--- src/rtl/quad_mode_latch.sv ---
module quad_mode_latch #(
  parameter int WIDTH = 4
) (
  input  logic             clk,
  input  logic             clear_n,
  input  logic             gate_n,
  input  logic [WIDTH-1:0] din,
  input  logic [WIDTH-1:0] pre_n,
  output logic [WIDTH-1:0] dout
);

  genvar i;
  generate
    for (i = 0; i < WIDTH; i++) begin : g_bit
      logic nxt;
      assign nxt = din[i] & (~pre_n[i] | dout[i]);

      always_ff @(posedge clk or negedge clear_n)
        if (!clear_n)     dout[i] <= 1'b0;
        else if (!gate_n) dout[i] <= nxt;


      a_r4_reset: assert property (@(posedge clk) disable iff (!clear_n)
        (!gate_n && pre_n[i] && !din[i]) |=> !dout[i]);

      a_r5_set: assert property (@(posedge clk) disable iff (!clear_n)
        (!gate_n && !pre_n[i] && din[i]) |=> dout[i]);

      a_r6_data_wins: assert property (@(posedge clk) disable iff (!clear_n)
        (!gate_n && !pre_n[i] && !din[i]) |=> !dout[i]);

      a_r7_keep: assert property (@(posedge clk) disable iff (!clear_n)
        (!gate_n && pre_n[i] && din[i]) |=> $stable(dout[i]));
    end
  endgenerate


  a_r1_clear: assert property (@(posedge clk) !clear_n |-> dout == '0);

  a_r2_hold: assert property (@(posedge clk) disable iff (!clear_n)
    gate_n |=> $stable(dout));

endmodule

--- config.mk ---
export PLATFORM = sky130hd
export DESIGN_NAME = quad_mode_latch
export DESIGN_NICKNAME = d
export VERILOG_FILES = /design/src/rtl/quad_mode_latch.sv
export SDC_FILE = /design/constraint.sdc
export NUM_CORES = 1
export LEC_CHECK = 0
export ABC_AREA = 1
export BUFFER_PORTS_ARGS = -buffer_cell sky130_fd_sc_hd__buf_2
export CORE_AREA = 5 5 42 44
export DETAILED_ROUTE_END_ITERATION = 8
export DIE_AREA = 0 0 47 49
export PLACE_DENSITY_LB_ADDON = 0.05
export SLEW_MARGIN = 20
export SYNTH_ARGS = -nofsm -noshare
export SYNTH_HDL_FRONTEND = slang
export SYNTH_SLANG_ARGS = --single-unit
--- constraint.sdc ---
create_clock -name clk -period 0.8 [get_ports clk]
set_input_delay 0.08 -clock clk [delete_from_list [all_inputs] [get_ports clk]]
set_output_delay 0.08 -clock clk [all_outputs]
set_load 0.01 [all_outputs]
==> reports/metrics.yaml <==
ant_nets: 0
antenna_found_initial: 0
synth_flop_cell: "dfrtp_1"
worst-path-max-fanout: 2
ys_seq_area_frac: 0.5517
hpwl_um: 432.1
wl_per_cell_um: 9.636
dr.pass1.iters: 4
synth_largest_area_cell: "dfrtp_1"
ir_worst_vdd_v: 0.0005600
crit_path_end_kind: "output pin"
grt_max_degree: 9
cts_buffer_depth: 2
fin_cells: 55
yosysMostFrequentCell: "nor2_1"
die_area_um2: 2303
clock_latency_ps: 230
dp.cells: 50
chipWidth_um: 47
cts_tree: "done"
min_from: "din[1]"
diodes: 0
htreeDepth: 1
min_period_over_period: 1.022
drt_iter0_markers: 1
cts_buffers: 3
critPathSlowestCell: "dfrtp_1"
r2r_start: "dout[0]"
async_flop_share: 1.000
crit_buf_inv: 1
overflow: 0
syn_avg_cell_area_um2: 8.639
syn_nets: 32
top_level_ports: 15
grt_pass1_wl_um: 862
synthTopCellsByCount: "nor2_1 (12), dfrtp_1 (4), nor2_2 (4), buf_6 (1)"
final_nets: 52
vias_per_cell: 3.655
cp-start-kind: "flip-flop"
die_h_um: 49
cp.required_ps: 720
outcome: "complete, but fails checks"
crit_chain: "buf_2"
yosysWarningCount: 0
fin_setup_tns_ps: -54.81
power.density_nw_per_um2: 2004
drc: 0
coreArea_um2: 1401
clock.fmax_mhz: 1224
setup_slack_ps: -17.25
max_slew.worst_pin.slew_ps: 190.0
fin_total_pwr_uw: 601.6
setup_viol: 4
utilization: 0.2143
gp_congestion: 0.6143
path_class: "flip-flop to output pin"
cp-startpoint: "dout[3]"
regMostFlops: "dout"
synth_area_leaders: "dfrtp_1 (55%), nor2_1 (25%), nor2_2 (14%), buf_6 (6.2%)"
reg.largest.list: "dout: 4 flops"
drive_above_1_share: 0.5641
max_stage_delay_ps: 370
holdWs_ps: 79.11
synth_edf_count: 0
hold_viol_final: 0
initial_core_util: 0.1295
synth.distinct_cells: 4
relSlewSlack: 0.8734
cts-resized-gates: 0
synthCells: 21
maxCapViolCount: 0
synth_area_um2: 181.4
maxSlewViolCount: 0
ys_ff_latch: 4
vias: 201
cts.clk_slew.worst_paths_ps: 40
grtUsageTotal: 0.05932
core.rowCount: 14
area_delta_synth_final_pct: 65.52
finalClockSkew_ps: 0
grt_pass1_vias: 218
worst_ep_arrival_time_ps: 740
largest_reg_flops: 4
cts.sinks: 4
cts_root_buf: "clkbuf_4"
rsz0062_at_grt: "true"
violations: "setup timing"
p_leak_uw: 0.0001581
critPathTopFamily: "flip-flops"
detail_route.wirelength_um: 530
yosys.area.top_type_share: 0.5517
port_buffers: 14
period_needed_ps: 817.2
hold_class: "input port to flip-flop"
layout make-up:
class | instances | area (um2)
flip-flops and latches | 4 | 100.1
multi-input cells | 16 | 70.07
fillers | 169 | 1101
well taps | 16 | 20.02
repair buffers | 16 | 87.58
clock buffers | 3 | 22.52
cells by family (layout without fill, tap and decap cells):
logic type / after synthesis / count (layout) / share of synthesized area
DFF: 4 / 4 / 0.5517
buffers and inverters: 1 / 19 / 0.06206
and+or+nand+nor: 16 / 16 / 0.3862
metrics by stage:
stage               instance area [um2]  setup slack [ps]
global placement                  260.3             189.4
finish                            300.3            -17.25
global route                      300.3            -59.36
floorplan                         181.4             153.1
CTS                               300.3            -32.41
detailed placement                260.3             175.4
per-layer routing:
layer | global-route usage | vias to the layer above | wire, um
met1 | 0.05765 | 92 | 187
met4 | 0.02765 | 0 | 0
met3 | 0.07011 | 0 | 87
met5 | 0 | - | 0
li1 | - | 99 | -
met2 | 0.07466 | 10 | 255
layout by cell type, fill, tap and decap left out, drive strengths merged:
cell,n
clkbuf,3
dfrtp,4
dlygate4sd3,1
buf,15
nor2,16
what timing repair did:
action                     CTS  global route
hold buffers                 1             0
setup endpoints to repair    4             4
hold endpoints to repair     4             0
setup buffers                1             0
worst paths after layout:
kind	endpoint	slack, ps	depth (start not counted)
worst max-delay path	dout[3]	-20	1
worst min-delay path	dout[1]	80	3
worst max register to register	dout[0]	60	3
worst min register to register	dout[1]	490	2
max in group asynchronous	dout[2]	480	2
min in group asynchronous	dout[0]	190	2
report_power, final:
part	total (uW)	switching, uW	internal (uW)
Combinational	116	57.6	58.9
Sequential	237	10.2	227
Clock	248	80.7	168
No activity file was read; power rests on OpenSTA's default activity.
